--- config.mk ---
export PLATFORM = sky130hd
export DESIGN_NAME = lpc_io_target
export DESIGN_NICKNAME = d
export VERILOG_FILES = /design/src/rtl/lpc_io_pkg.sv /design/src/rtl/lpc_nib_shift.sv /design/src/rtl/lpc_win_match.sv /design/src/rtl/lpc_wait_ctr.sv /design/src/rtl/lpc_io_target.sv
export SDC_FILE = /design/constraint.sdc
export NUM_CORES = 1
export LEC_CHECK = 0
export BUFFER_PORTS_ARGS = -buffer_cell sky130_fd_sc_hd__clkbuf_2
export CAP_MARGIN = 10
export CELL_PAD_IN_SITES_DETAIL_PLACEMENT = 0
export CELL_PAD_IN_SITES_GLOBAL_PLACEMENT = 2
export CORE_UTILIZATION = 25
export DETAILED_ROUTE_END_ITERATION = 8
export GPL_TIMING_DRIVEN = 0
export PLACE_DENSITY = 0.68
export SLEW_MARGIN = 20
export SYNTH_ARGS = -nofsm -noshare
export SYNTH_HDL_FRONTEND = slang
export SYNTH_SLANG_ARGS = --single-unit
--- constraint.sdc ---
create_clock -name clk -period 2.71 [get_ports clk]
set_clock_uncertainty 0.1 [all_clocks]
set_input_delay 0.1355 -clock clk [delete_from_list [all_inputs] [get_ports clk]]
set_output_delay 0.1355 -clock clk [all_outputs]
set_load 0.01 [all_outputs]
--- src/rtl/lpc_io_pkg.sv ---
package lpc_io_pkg;

    typedef enum logic [3:0] {
        ST_IDLE,
        ST_CTYPE,
        ST_ADDR,
        ST_WDATA,
        ST_HTAR,
        ST_SYNC,
        ST_RDATA,
        ST_PTAR,
        ST_SKIP
    } lpc_state_e;

    localparam logic [3:0] NIB_START  = 4'h0;
    localparam logic [3:0] CT_IO_RD   = 4'h0;
    localparam logic [3:0] CT_IO_WR   = 4'h2;
    localparam logic [3:0] SYNC_READY = 4'h0;
    localparam logic [3:0] SYNC_SHORT = 4'h5;
    localparam logic [3:0] SYNC_LONG  = 4'h6;
    localparam logic [3:0] SYNC_ERR   = 4'hA;
    localparam logic [3:0] NIB_ONES   = 4'hF;

endpackage

--- src/rtl/lpc_nib_shift.sv ---
// Collects NIBS nibbles into a word, either most or least significant first.
module lpc_nib_shift #(
    parameter int NIBS      = 4,
    parameter bit LSN_FIRST = 1'b0
) (
    input  logic              clk,
    input  logic              rst_n,
    input  logic              en,
    input  logic [3:0]        nib,
    output logic [NIBS*4-1:0] q,
    output logic [NIBS*4-1:0] q_nxt
);
    localparam int W = NIBS * 4;

    logic [W-1:0] shifted;

    generate
        if (LSN_FIRST) begin : g_lsn
            assign shifted = {nib, q[W-1:4]};
        end else begin : g_msn
            assign shifted = {q[W-5:0], nib};
        end
    endgenerate

    assign q_nxt = en ? shifted : q;

    always_ff @(posedge clk or negedge rst_n) begin
        if (!rst_n) q <= '0;
        else        q <= q_nxt;
    end
endmodule

--- src/rtl/lpc_win_match.sv ---
// Address window compare: aligned block of 2**SPAN_LOG2 bytes at BASE.
module lpc_win_match #(
    parameter logic [15:0] BASE      = 16'h0300,
    parameter int          SPAN_LOG2 = 4
) (
    input  logic [15:0] addr,
    output logic        hit
);
    logic [15:0] diff;
    assign diff = (addr ^ BASE) >> SPAN_LOG2;
    assign hit  = (diff == 16'h0000);
endmodule

--- src/rtl/lpc_wait_ctr.sv ---
// Chooses the wait code: short for the first SHORT_WAITS waits, long after.
module lpc_wait_ctr
    import lpc_io_pkg::*;
#(
    parameter int SHORT_WAITS = 2
) (
    input  logic       clk,
    input  logic       rst_n,
    input  logic       clr,
    input  logic       step,
    output logic [3:0] code
);
    localparam int CW = $clog2(SHORT_WAITS + 2);
    localparam logic [CW-1:0] LIMIT = CW'(SHORT_WAITS);

    logic [CW-1:0] n;

    always_ff @(posedge clk or negedge rst_n) begin
        if (!rst_n)                    n <= '0;
        else if (clr)                  n <= '0;
        else if (step && n != LIMIT)   n <= n + 1'b1;
    end

    assign code = (n < LIMIT) ? SYNC_SHORT : SYNC_LONG;
endmodule

--- src/rtl/lpc_io_target.sv ---
module lpc_io_target
    import lpc_io_pkg::*;
#(
    parameter logic [15:0] WIN_BASE      = 16'h0300,
    parameter int          WIN_SPAN_LOG2 = 4,
    parameter int          SHORT_WAITS   = 2
) (
    input  logic        clk,
    input  logic        rst_n,
    input  logic        frame_n,
    input  logic [3:0]  lad_in,
    output logic [3:0]  lad_out,
    output logic        lad_oe,
    output logic        reg_req,
    output logic        reg_wr,
    output logic [15:0] reg_addr,
    output logic [7:0]  reg_wdata,
    input  logic        reg_ready,
    input  logic [7:0]  reg_rdata,
    input  logic        reg_err
);
    localparam int ADDR_NIBS = 4;
    localparam int DATA_NIBS = 2;
    localparam logic [1:0] ADDR_LAST = 2'(ADDR_NIBS - 1);
    localparam logic [1:0] PAIR_LAST = 2'(DATA_NIBS - 1);

    lpc_state_e state, state_nx;
    logic [1:0] cnt, cnt_nx;
    logic       is_wr_q;
    logic       served_q;
    logic       err_q;
    logic [7:0] rdata_q;

    logic [15:0] addr_q, addr_nx;
    logic [7:0]  wdata_q, wdata_nx;
    logic        win_hit;
    logic [3:0]  wait_code;

    // field collectors
    lpc_nib_shift #(.NIBS(ADDR_NIBS), .LSN_FIRST(1'b0)) u_addr (
        .clk   (clk),
        .rst_n (rst_n),
        .en    (state == ST_ADDR),
        .nib   (lad_in),
        .q     (addr_q),
        .q_nxt (addr_nx)
    );

    lpc_nib_shift #(.NIBS(DATA_NIBS), .LSN_FIRST(1'b1)) u_wdata (
        .clk   (clk),
        .rst_n (rst_n),
        .en    (state == ST_WDATA),
        .nib   (lad_in),
        .q     (wdata_q),
        .q_nxt (wdata_nx)
    );

    lpc_win_match #(.BASE(WIN_BASE), .SPAN_LOG2(WIN_SPAN_LOG2)) u_win (
        .addr (addr_nx),
        .hit  (win_hit)
    );

    lpc_wait_ctr #(.SHORT_WAITS(SHORT_WAITS)) u_wait (
        .clk   (clk),
        .rst_n (rst_n),
        .clr   (state != ST_SYNC),
        .step  (state == ST_SYNC && !served_q),
        .code  (wait_code)
    );

    // next-state logic
    always_comb begin
        state_nx = state;
        cnt_nx   = cnt;
        if (!frame_n) begin
            state_nx = (lad_in == NIB_START) ? ST_CTYPE : ST_IDLE;
            cnt_nx   = '0;
        end else begin
            unique case (state)
                ST_IDLE: begin
                    state_nx = ST_IDLE;
                end
                ST_CTYPE: begin
                    cnt_nx = '0;
                    if (lad_in == CT_IO_RD || lad_in == CT_IO_WR) state_nx = ST_ADDR;
                    else                                          state_nx = ST_SKIP;
                end
                ST_ADDR: begin
                    if (cnt == ADDR_LAST) begin
                        cnt_nx = '0;
                        if (!win_hit)     state_nx = ST_SKIP;
                        else if (is_wr_q) state_nx = ST_WDATA;
                        else              state_nx = ST_HTAR;
                    end else begin
                        cnt_nx = cnt + 2'd1;
                    end
                end
                ST_WDATA: begin
                    if (cnt == PAIR_LAST) begin
                        cnt_nx   = '0;
                        state_nx = ST_HTAR;
                    end else begin
                        cnt_nx = cnt + 2'd1;
                    end
                end
                ST_HTAR: begin
                    if (cnt == 2'd1) begin
                        cnt_nx   = '0;
                        state_nx = ST_SYNC;
                    end else begin
                        cnt_nx = cnt + 2'd1;
                    end
                end
                ST_SYNC: begin
                    cnt_nx = '0;
                    if (served_q) state_nx = is_wr_q ? ST_PTAR : ST_RDATA;
                end
                ST_RDATA: begin
                    if (cnt == PAIR_LAST) begin
                        cnt_nx   = '0;
                        state_nx = ST_PTAR;
                    end else begin
                        cnt_nx = cnt + 2'd1;
                    end
                end
                ST_PTAR: begin
                    if (cnt == 2'd1) begin
                        cnt_nx   = '0;
                        state_nx = ST_IDLE;
                    end else begin
                        cnt_nx = cnt + 2'd1;
                    end
                end
                ST_SKIP: begin
                    state_nx = ST_SKIP;
                end
                default: begin
                    state_nx = ST_IDLE;
                    cnt_nx   = '0;
                end
            endcase
        end
    end

    // state register
    always_ff @(posedge clk or negedge rst_n) begin
        if (!rst_n) begin
            state <= ST_IDLE;
            cnt   <= '0;
        end else begin
            state <= state_nx;
            cnt   <= cnt_nx;
        end
    end

    // cycle attributes and register-side completion
    always_ff @(posedge clk or negedge rst_n) begin
        if (!rst_n) begin
            is_wr_q  <= 1'b0;
            served_q <= 1'b0;
            err_q    <= 1'b0;
            rdata_q  <= '0;
        end else begin
            if (state == ST_CTYPE && frame_n)
                is_wr_q <= (lad_in == CT_IO_WR);
            if (reg_req && reg_ready) begin
                served_q <= 1'b1;
                err_q    <= reg_err;
                rdata_q  <= reg_err ? 8'hFF : reg_rdata;
            end else if (state != ST_HTAR && state_nx == ST_HTAR) begin
                served_q <= 1'b0;
            end
        end
    end

    // outputs
    always_comb begin
        lad_oe  = 1'b0;
        lad_out = NIB_ONES;
        unique case (state)
            ST_SYNC: begin
                lad_oe  = 1'b1;
                lad_out = served_q ? (err_q ? SYNC_ERR : SYNC_READY) : wait_code;
            end
            ST_RDATA: begin
                lad_oe  = 1'b1;
                lad_out = (cnt == 2'd0) ? rdata_q[3:0] : rdata_q[7:4];
            end
            ST_PTAR: begin
                lad_oe  = (cnt == 2'd0);
                lad_out = NIB_ONES;
            end
            ST_IDLE, ST_CTYPE, ST_ADDR, ST_WDATA, ST_HTAR, ST_SKIP: begin
                lad_oe  = 1'b0;
                lad_out = NIB_ONES;
            end
            default: begin
                lad_oe  = 1'b0;
                lad_out = NIB_ONES;
            end
        endcase
    end

    assign reg_req   = (state == ST_HTAR || state == ST_SYNC) && !served_q;
    assign reg_wr    = is_wr_q;
    assign reg_addr  = addr_q;
    assign reg_wdata = wdata_q;

endmodule

==> run metrics, run 1 <==
run status completed; cells after synthesis 200; critical path data required time 2.47 ns; multiplexer area fraction after synthesis 15.92%; switching pwr 0.0002763 W; vias in the first global route 1678; first-pass GRT wire length 8376 um; CP Launch Type flip-flop; Critical Path AT 2.26 ns; WL per Instance 13.95 um; layout cell share with drive strength beyond 1 33.97%; simple-gate share of the synthesized area 16.84%; number of enable flip-flop cells after synthesis 0; Max clock buf depth 2; Clk pwr share 35.6%; TritonRoute pass-1 iters 4; Starting DRT DRC Count 35; Core ar. 8299 sq um; CP top delay family simple AND/OR/NAND/NOR gates; CTS tree yes; starting density of the core 26.14%; Stages on worst setup path 6; Top FF cell, synth dfrtp_1; gp weighted congestion 0.7064; top cell type's share of synthesized area 49.60%; Worst path max stage delay 0.48 ns; routed wire length 5119 um; Worst R2R Path Depth 5; Post-DRT Antenna Nets 0; total CTS buffers 5; multi-input logic area 1042 sq um; GRT Total Usage 11.98%; Avg Cell Area, Syn 10.85 sq um; RR Endpoint served_q; Critical Path End Type output port; Static Leak 1.304 nW; maximum VDD drop 0.2454 mV; Final #Nets 283; synthesized area 2170 sq um; Overflow after GRT 0; Cells after DPL 351; reg-to-reg setup timing slack 0.38 ns; cell taking the most area after synthesis dfrtp_1; XOR/XNOR share of the synthesized area 1.211%; Worst-path clk slew 0.08 ns; CP Max Fanout 10; num ports 48; complex-gate fraction of the synthesized area 10.90%; TNS Setup 0 ns; Worst Hold Class in2reg; r2r startpoint state[3]; Worst-Margin Slew 0.7061 ns; antenna violations before repair 0; worst-skew pair later-pin latency 0.30 ns; combinational group share of total power 6.4%; slowest CP cell dfrtp_1; final slew viol count 0; Cell Count, Final, Fillers Out 367; Final setup violation count 0; Max H-tree Level 2; Area contributors post-synth dfrtp_1, mux2_2, nand2_1, nor2_1, ha_1; register cell area after layout 1076 sq um; DRC viols 0; Die Y 95.16 um; asr flop ratio synth 100.0%; Power Density 423.0 nW/um^2; Setup CP Type reg2out; main combinational cell family by area after synthesis simple AND/OR/NAND/NOR gates; hpwl dp 3733 um; Filler cells 869; area delta synth->final 24.68%; # rows 33; register area share after synthesis 49.60%; switch share 24.15%; Via density 4.621; Setup crit start state[3]; Die W 95.16 um; max frequency 0.4001 GHz; Slew HR 52.67%; fin crit period 2.499 ns; Syn Nets 222; Int Power 0.0008678 W; Max Cap Viol 0; vias 1696; postcts setup bufs 0; CP bufs+invs 2; Tcrit/Tclk final 92.22%; Root Driver clkbuf_8; Die Area 9054 sq um; Post-Synth Adder-Cell Area 2.884%; unrepaired setup endpoints after global routing false; flops & latches, synth 43; Fin. Hold Viols 0; largest net degree at the start of global routing 44; Port Buffer Count 46; Critical Path End lad_out[0]; Inserted Diodes 0; yosys warns 0; CP cell instances clkbuf_1 -> nor2b_1 -> and3_1 -> or2_2 -> o311ai_0 -> clkbuf_2; post-synth cell types 42; sequential fraction of design power 58.0%; Clock Sinks 43
-- sequential cells by signal, summed over array words and instances (netlist names) --
signal / flops
u_wait.n: 2
cnt: 2
reg_wr: 1
u_wdata.q: 8
u_addr.q: 16
served_q: 1
err_q: 1
state: 4
rdata_q: 8
-- worst register-to-register path, stage by stage, from the launching register on --
cell	delay (ns)
dfrtp_1	0.47
nor4b_4	0.65
nand2_1	0.20
or4_4	0.45
a211oi_2	0.24
a31oi_1	0.10
-- synth_stat cells, types with 2 or more instances --
library cell / n
a31oi_1: 4
nor2b_1: 5
xnor2_1: 3
a32oi_1: 2
nor2_1: 18
nand2_1: 23
a21oi_1: 3
ha_1: 5
mux2_2: 28
o31ai_1: 2
nor4b_1: 3
mux2i_1: 3
clkbuf_1: 6
nor3_2: 2
and2_1: 3
dfrtp_1: 43
nor4_1: 2
nor4bb_1: 2
and3_1: 2
inv_1: 7
o21ai_0: 11
nand3_1: 3
-- timing repair --
item,in CTS,in global routing
gates resized for setup,0,1
setup endpoints to repair,0,2
hold buffers,7,1
endpoints found under the hold margin,49,1
-- through the flow --
step / hold WS (ns) / setup WS (ns) / cell area (sq um) / total power (W) / utilization (%)
after floorplan: -0.2601 / 0.6180 / 2170 / 0.0007024 / -
after global placement: 0.2988 / 0.2435 / 2531 / 0.0007409 / 30.50
after detailed placement: 0.1130 / 0.2762 / 2534 / 0.0007420 / 30.53
after CTS: 0.003072 / 0.2119 / 2689 / 0.001164 / 32.40
after global routing: 0.001287 / 0.03615 / 2705 / 0.001202 / 32.59
final: 0.002280 / 0.2108 / 2705 / 0.001144 / 32.59
-- power groups by stage --
stage,Clock (W),Combinational [W],Sequential (W)
detailed placement,0,0.0000656,0.000676
CTS,0.000427,0.0000737,0.000664
global placement,0,0.0000647,0.000676
global route,0.000453,0.0000832,0.000665
finish,0.000408,0.0000732,0.000663
floorplan,0,0.0000269,0.000675
-- layout make-up --
type	instances	area share (%)
inverter	7	0.9713
timing repair buffer	54	11.56
sequential	43	39.78
clock inverter	2	0.4625
buffer	8	1.156
tap	105	4.857
multi-input combinational	142	38.53
clock buffer	6	2.683
-- placed cells by master (no fill, tap or decap), drive strengths merged, types with 2 or more instances in the layout --
| master | n |
|---|---|
| o31ai | 2 |
| a21oi | 3 |
| a211oi | 2 |
| o21ai | 11 |
| clkbuf | 58 |
| a32oi | 2 |
| nor2b | 5 |
| inv | 7 |
| nor4bb | 2 |
| mux2i | 3 |
| nor3 | 3 |
| nand3 | 3 |
| nor4b | 4 |
| xnor2 | 3 |
| and2 | 3 |
| and3 | 2 |
| buf | 2 |
| nand2 | 23 |
| mux2 | 28 |
| a31oi | 4 |
| nor2 | 18 |
| dlygate4sd3 | 8 |
| nor4 | 2 |
| ha | 5 |
| dfrtp | 43 |
-- cells by family after synthesis --
logic type,count (synthesis)
adder cells (fa/ha/maj),5
multiplexers,31
flip-flops,43
XOR/XNOR,3
AO/OA/AOI/OAI,35
buffers and inverters,15
AND/OR/NAND/NOR,68
-- layer usage --
layer,vias to the layer above,wire length [um],global-route usage (%)
li1,831,-,-
met1,823,2513,16.68
met2,37,2294,18.39
met3,5,250,3.030
met4,0,61,3.030
met5,-,0,0
-- worst min path at each step --
stage | from | end | slack (ns) | cells past startpoint
5_1_grt | lad_in[0] | u_wdata.q[4] | 0.001 | 2
6_report | reg_rdata[5] | rdata_q[5] | 0.002 | 3
3_3_place_gp | rst_n | u_wdata.q[0] | 0.30 | 1
3_5_place_dp | rst_n | u_wdata.q[0] | 0.11 | 1
2_1_floorplan | rst_n | cnt[0] | -0.26 | 0
4_1_cts | lad_in[0] | u_addr.q[0] | 0.003 | 2
Power figures use the tool's default switching activity.
==> run 2: changes to the inputs <==
clock period = 2.5 ns   (was 2.71 ns; I/O delays follow)
==> run 2 against run 1 <==
  * Final cell count rose by 1.4%
  * Largest power group unchanged
  * Setup slack got worse by 0.044 ns
  * Clock-buffer cell count stayed put
  * Register-to-register slack got worse by 0.21 ns
  * Design area grew 2.2%
  * Worst hold slack better by 0.014 ns
  * Power up 9.0%
  * Sequential share of layout area decreased by 0.85 points
  * Global-route usage rose by 0.12 points
  * Routed wire length grew 1.0%
==> run metrics, run 2 (synthesis results as in run 1) <==
Reg with most FFs u_addr.q (unchanged); fin crit period 2.334 ns; Critical Path AT 2.41 ns (was 2.26 ns); Die Y 95.16 um (unchanged); Root Driver clkbuf_8 (unchanged); Final setup violation count 0 (unchanged); first-pass GRT wire length 8466 um (was 8376 um); max FFs per register 16 (unchanged); Critical Path End Type flip-flop (was output port); Port Buffer Count 46 (unchanged); Die Area 9054 sq um (unchanged); gp weighted congestion 0.7064 (unchanged); Final #Nets 288 (was 283); RR Endpoint served_q (unchanged); TritonRoute pass-1 iters 4 (unchanged); r2r startpoint state[3] (unchanged); reg-to-reg setup timing slack 0.17 ns (was 0.38 ns); routed wire length 5171 um (was 5119 um); slowest CP cell nor4b_4 (was dfrtp_1); CP Max Fanout 9 (was 10); num ports 48 (unchanged); Tcrit/Tclk final 93.35%; switch share 24.17% (was 24.15%); Worst R2R Path Depth 5 (unchanged); Via density 4.626 (was 4.621); Filler cells 864 (was 869); Setup crit start state[3] (unchanged); Int Power 0.0009458 W (was 0.0008678 W); Static Leak 1.332 nW (was 1.304 nW); switching pwr 0.0003015 W (was 0.0002763 W); Fin. Hold Viols 0 (unchanged); area delta synth->final 27.39% (was 24.68%); GRT Total Usage 12.09% (was 11.98%); Power Density 451.3 nW/um^2 (was 423.0 nW/um^2); Clock Sinks 43 (unchanged); top flop regs u_addr.q: 16 flops, rdata_q: 8 flops, u_wdata.q: 8 flops (unchanged); starting density of the core 26.14% (unchanged); # rows 33 (unchanged); worst-skew pair later-pin latency 0.30 ns (about the same); Core ar. 8299 sq um (unchanged); layout cell share with drive strength beyond 1 34.46% (was 33.97%); combinational group share of total power 6.9% (was 6.4%); Die W 95.16 um (unchanged); Worst path max stage delay 0.65 ns (was 0.48 ns); WL per Instance 13.90 um (was 13.95 um); largest net degree at the start of global routing 44 (unchanged); critical path data required time 2.57 ns (was 2.47 ns); Worst Hold Class in2reg (unchanged); antenna violations before repair 0 (unchanged); Setup CP Type reg2reg (was reg2out); commonest cells after routing, fill and taps aside clkbuf_2, dfrtp_1, mux2_2 (unchanged); Post-DRT Antenna Nets 0 (unchanged); Inserted Diodes 0 (unchanged); Max H-tree Level 2 (unchanged); vias in the first global route 1699 (was 1678); Overflow after GRT 0 (unchanged); max frequency 0.4285 GHz; leading cell type in the layout, fill and taps excluded clkbuf_2 (unchanged); hold slack 0.01619 ns (was 0.002280 ns); Critical Path End served_q (was lad_out[0]); CTS tree yes (unchanged); hpwl dp 3733 um (unchanged); Clk pwr share 35.5% (was 35.6%); total CTS buffers 5 (unchanged); vias 1721 (was 1696); unrepaired setup endpoints after global routing false (unchanged); run status completed (unchanged); CP Launch Type flip-flop (unchanged); Max Cap Viol 0 (unchanged); sequential fraction of design power 57.7% (was 58.0%); Max clock buf depth 2 (unchanged); maximum VDD drop 0.2662 mV (was 0.2454 mV); Worst-path clk slew 0.08 ns (about the same); DRC viols 0 (unchanged); CP cell instances nor4b_4 -> nand2_1 -> or4_4 -> a211oi_2 -> a31oi_1 (was clkbuf_1 -> nor2b_1 -> and3_1 -> or2_2 -> o311ai_0 -> clkbuf_2); Worst-Margin Slew 0.6808 ns (was 0.7061 ns); TNS Setup 0 ns (unchanged); final slew viol count 0 (unchanged); Slew HR 54.37% (was 52.67%); Starting DRT DRC Count 38 (was 35)
==> run 2: worst min-delay path by stage <==
stage	from	to	slack, ns	cells after the start
floorplan	rst_n	cnt[0]	-0.27	0
global placement	rst_n	u_wdata.q[0]	0.29	1
detailed placement	rst_n	u_wdata.q[0]	0.10	1
CTS	reg_rdata[6]	rdata_q[6]	0.001	3
global route	frame_n	cnt[0]	0.04	2
finish	frame_n	cnt[0]	0.02	2
==> run 2: timing repair <==
item	CTS	global route
setup endpoints to repair	0	14
resized for setup	0	6
hold buffers	12	1
setup buffers	0	0
hold endpoints to repair	57	1
==> run 2: critical path, delay by kind of cell (launching register included) <==
kind	cells	cell delay (ns)
AOI/OAI and AO/OA	2	0.34
DFF	1	0.47
and+or+nand+nor	3	1.30
==> run 2: layout make-up <==
cell class,instances,area (sq um),share of cell area [%]
plain buffers,8,33.78,1.222
clock buffers,6,72.57,2.626
clock inverters,2,12.51,0.4527
inverters,7,26.28,0.9507
multi-input cells,142,1049,37.94
flip-flops and latches,43,1076,38.93
well taps,105,131.4,4.753
repair buffers,59,362.8,13.13
==> run 2: power groups by stage <==
stage	clock, W	sequential (W)	combinational [W]
floorplan	0	0.000732	0.0000292
global placement	0	0.000733	0.0000701
detailed placement	0	0.000733	0.0000711
CTS	0.000462	0.000719	0.0000859
global route	0.000492	0.000721	0.0000968
finish	0.000443	0.000719	0.0000855
==> run 2: metal layers <==
metal,up-vias,part of all wire (%),track usage [%]
li1,842,-,-
met1,839,49,16.78
met2,35,45,18.75
met3,5,4.5,2.951
met4,0,1.2,3.030
met5,-,0,0
==> run 2: stage by stage <==
stage	instances	total power, W	instance area, sq um	setup slack (ns)	util, %
detailed placement	351	0.0008043	2534	0.06618	30.53
global route	372	0.001310	2764	0.03100	33.30
global placement	351	0.0008031	2531	0.03352	30.50
floorplan	200	0.0007614	2170	0.4080	-
finish	372	0.001247	2764	0.1663	33.30
CTS	371	0.001268	2739	0.01236	33.00
==> run 3: changes to the inputs <==
MAX_ROUTING_LAYER = met4   (was default)
==> run 3 against run 2 <==
  * Clock-buffer cell count stayed put
  * Sequential share of layout area stayed put
  * Worst hold slack worse by 0.0048 ns
  * Via count is 0.52% higher
  * Utilization stayed put
  * Final cell count stayed put
  * Critical path depth stayed put
  * Non-clock buffer count stayed put
  * Combinational power hardly changed
  * Clock power hardly changed
  * Critical path type unchanged
  * Largest power group unchanged
==> run metrics, run 3 (synthesis results as in run 1) <==
Setup CP Type reg2reg (unchanged); Max clock buf depth 2 (unchanged); sequential fraction of design power 57.6% (was 57.7%); Final setup violation count 0 (unchanged); Starting DRT DRC Count 40 (was 38); top flop regs u_addr.q: 16 flops, rdata_q: 8 flops, u_wdata.q: 8 flops (unchanged); vias in the first global route 1696 (was 1699); Inserted Diodes 0 (unchanged); hpwl dp 3733 um (unchanged); maximum VDD drop 0.2658 mV (was 0.2662 mV); WL per Instance 13.91 um (was 13.90 um); Cell Count, Final, Fillers Out 372 (unchanged); CTS tree yes (unchanged); routed wire length 5176 um (was 5171 um); Worst-path clk slew 0.08 ns (about the same); Port Buffer Count 46 (unchanged); CP Max Fanout 9 (unchanged); Die Y 95.16 um (unchanged); Final #Nets 288 (unchanged); Reg with most FFs u_addr.q (unchanged); Critical Path End Type flip-flop (unchanged); Root Driver clkbuf_8 (unchanged); Cells after DPL 351 (unchanged); TNS Setup 0 ns (unchanged); CP Launch Type flip-flop (unchanged); num ports 48 (unchanged); Slew HR 54.34% (was 54.37%); run status completed (unchanged); switch share 24.20% (was 24.17%); Static Leak 1.332 nW (unchanged); max frequency 0.4285 GHz (about the same); Worst-Margin Slew 0.6811 ns (was 0.6808 ns); commonest cells after routing, fill and taps aside clkbuf_2, dfrtp_1, mux2_2 (unchanged); Via density 4.651 (was 4.626); Die Area 9054 sq um (unchanged); Die W 95.16 um (unchanged); worst-skew pair later-pin latency 0.30 ns (about the same); antenna violations before repair 0 (unchanged); Worst R2R Path Depth 5 (unchanged); layout cell share with drive strength beyond 1 34.46% (unchanged); Critical Path AT 2.41 ns (about the same); leading cell type in the layout, fill and taps excluded clkbuf_2 (unchanged); total CTS buffers 5 (unchanged); TritonRoute pass-1 iters 4 (unchanged); Clock Sinks 43 (unchanged); DRC viols 0 (unchanged); area delta synth->final 27.39% (unchanged); hold depth 2 (unchanged); GRT Total Usage 12.47% (was 12.09%); critical path data required time 2.57 ns (about the same); multi-input logic area 1049 sq um (unchanged); Fin. Hold Viols 0 (unchanged); Power Density 451.4 nW/um^2 (was 451.3 nW/um^2); Tcrit/Tclk final 93.34% (was 93.35%); combinational group share of total power 6.9% (about the same); vias 1730 (was 1721); Worst Hold Class in2reg (unchanged); final slew viol count 0 (unchanged); gp weighted congestion 0.7143 (was 0.7064); Int Power 0.0009458 W (about the same); Core ar. 8299 sq um (unchanged); first-pass GRT wire length 8459 um (was 8466 um); Filler cells 864 (unchanged); largest net degree at the start of global routing 44 (unchanged); Post-DRT Antenna Nets 0 (unchanged); register cell area after layout 1076 sq um (unchanged); Clk pwr share 35.5% (about the same); Max Cap Viol 0 (unchanged); unrepaired setup endpoints after global routing false (unchanged); # rows 33 (unchanged); starting density of the core 26.14% (unchanged); Max H-tree Level 2 (unchanged); hold slack 0.01137 ns (was 0.01619 ns); max FFs per register 16 (unchanged); fin crit period 2.333 ns (was 2.334 ns); Overflow after GRT 0 (unchanged); switching pwr 0.0003020 W (was 0.0003015 W)
## run 3: worst paths after layout
check,startpoint,endpoint,slack [ns]
hold / removal,frame_n,cnt[0],0.01
min in group asynchronous,rst_n,rdata_q[2],0.30
setup reg to reg,state[3],served_q,0.17
setup / recovery,state[3],served_q,0.17
hold reg to reg,rdata_q[5],rdata_q[5],0.39
max in group asynchronous,rst_n,u_addr.q[15],1.60
## run 3: metal layers
metal	vias up	part of all wire (%)	global-route usage [%]
met5	-	0	-
met4	0	0.71	3.030
met3	3	3.4	2.392
met2	35	46	18.75
met1	848	50	17.18
li1	844	-	-
## run 3: timing repair
item                                   CTS  global route
buffers inserted                         0             0
gates resized for setup                  0             6
endpoints found under the hold margin   57             1
hold buffers                            12             1
setup endpoints to repair                0            14
## run 3: per-stage QoR
step / power (W) / worst slack (ns) / cell area, sq um / util, %
floorplan: 0.0007614 / 0.4080 / 2170 / -
finish: 0.001248 / 0.1665 / 2764 / 33.30
detailed placement: 0.0008043 / 0.06618 / 2534 / 30.53
CTS: 0.001268 / 0.01236 / 2739 / 33.00
global placement: 0.0008031 / 0.03352 / 2531 / 30.50
global route: 0.001308 / 0.03100 / 2764 / 33.30
## run 3: critical path, stage by stage, from the launching register on
cell and delay (ns):
dfrtp_1 0.46, nor4b_4 0.65, nand2_1 0.20, or4_4 0.45
a211oi_2 0.24, a31oi_1 0.10
## run 3: power by group through the flow
stage	clock network, W	logic [W]	registers [W]
floorplan	0	0.0000292	0.000732
global placement	0	0.0000701	0.000733
detailed placement	0	0.0000711	0.000733
CTS	0.000462	0.0000859	0.000719
global route	0.000490	0.0000969	0.000721
finish	0.000443	0.0000856	0.000719
## run 3: cell type report
| type | instances | area share [%] |
|---|---|---|
| inverter | 7 | 0.9507 |
| clock buffer | 6 | 2.626 |
| clock inverter | 2 | 0.4527 |
| sequential | 43 | 38.93 |
| buffer | 8 | 1.222 |
| tap | 105 | 4.753 |
| multi-input combinational | 142 | 37.94 |
| timing repair buffer | 59 | 13.13 |
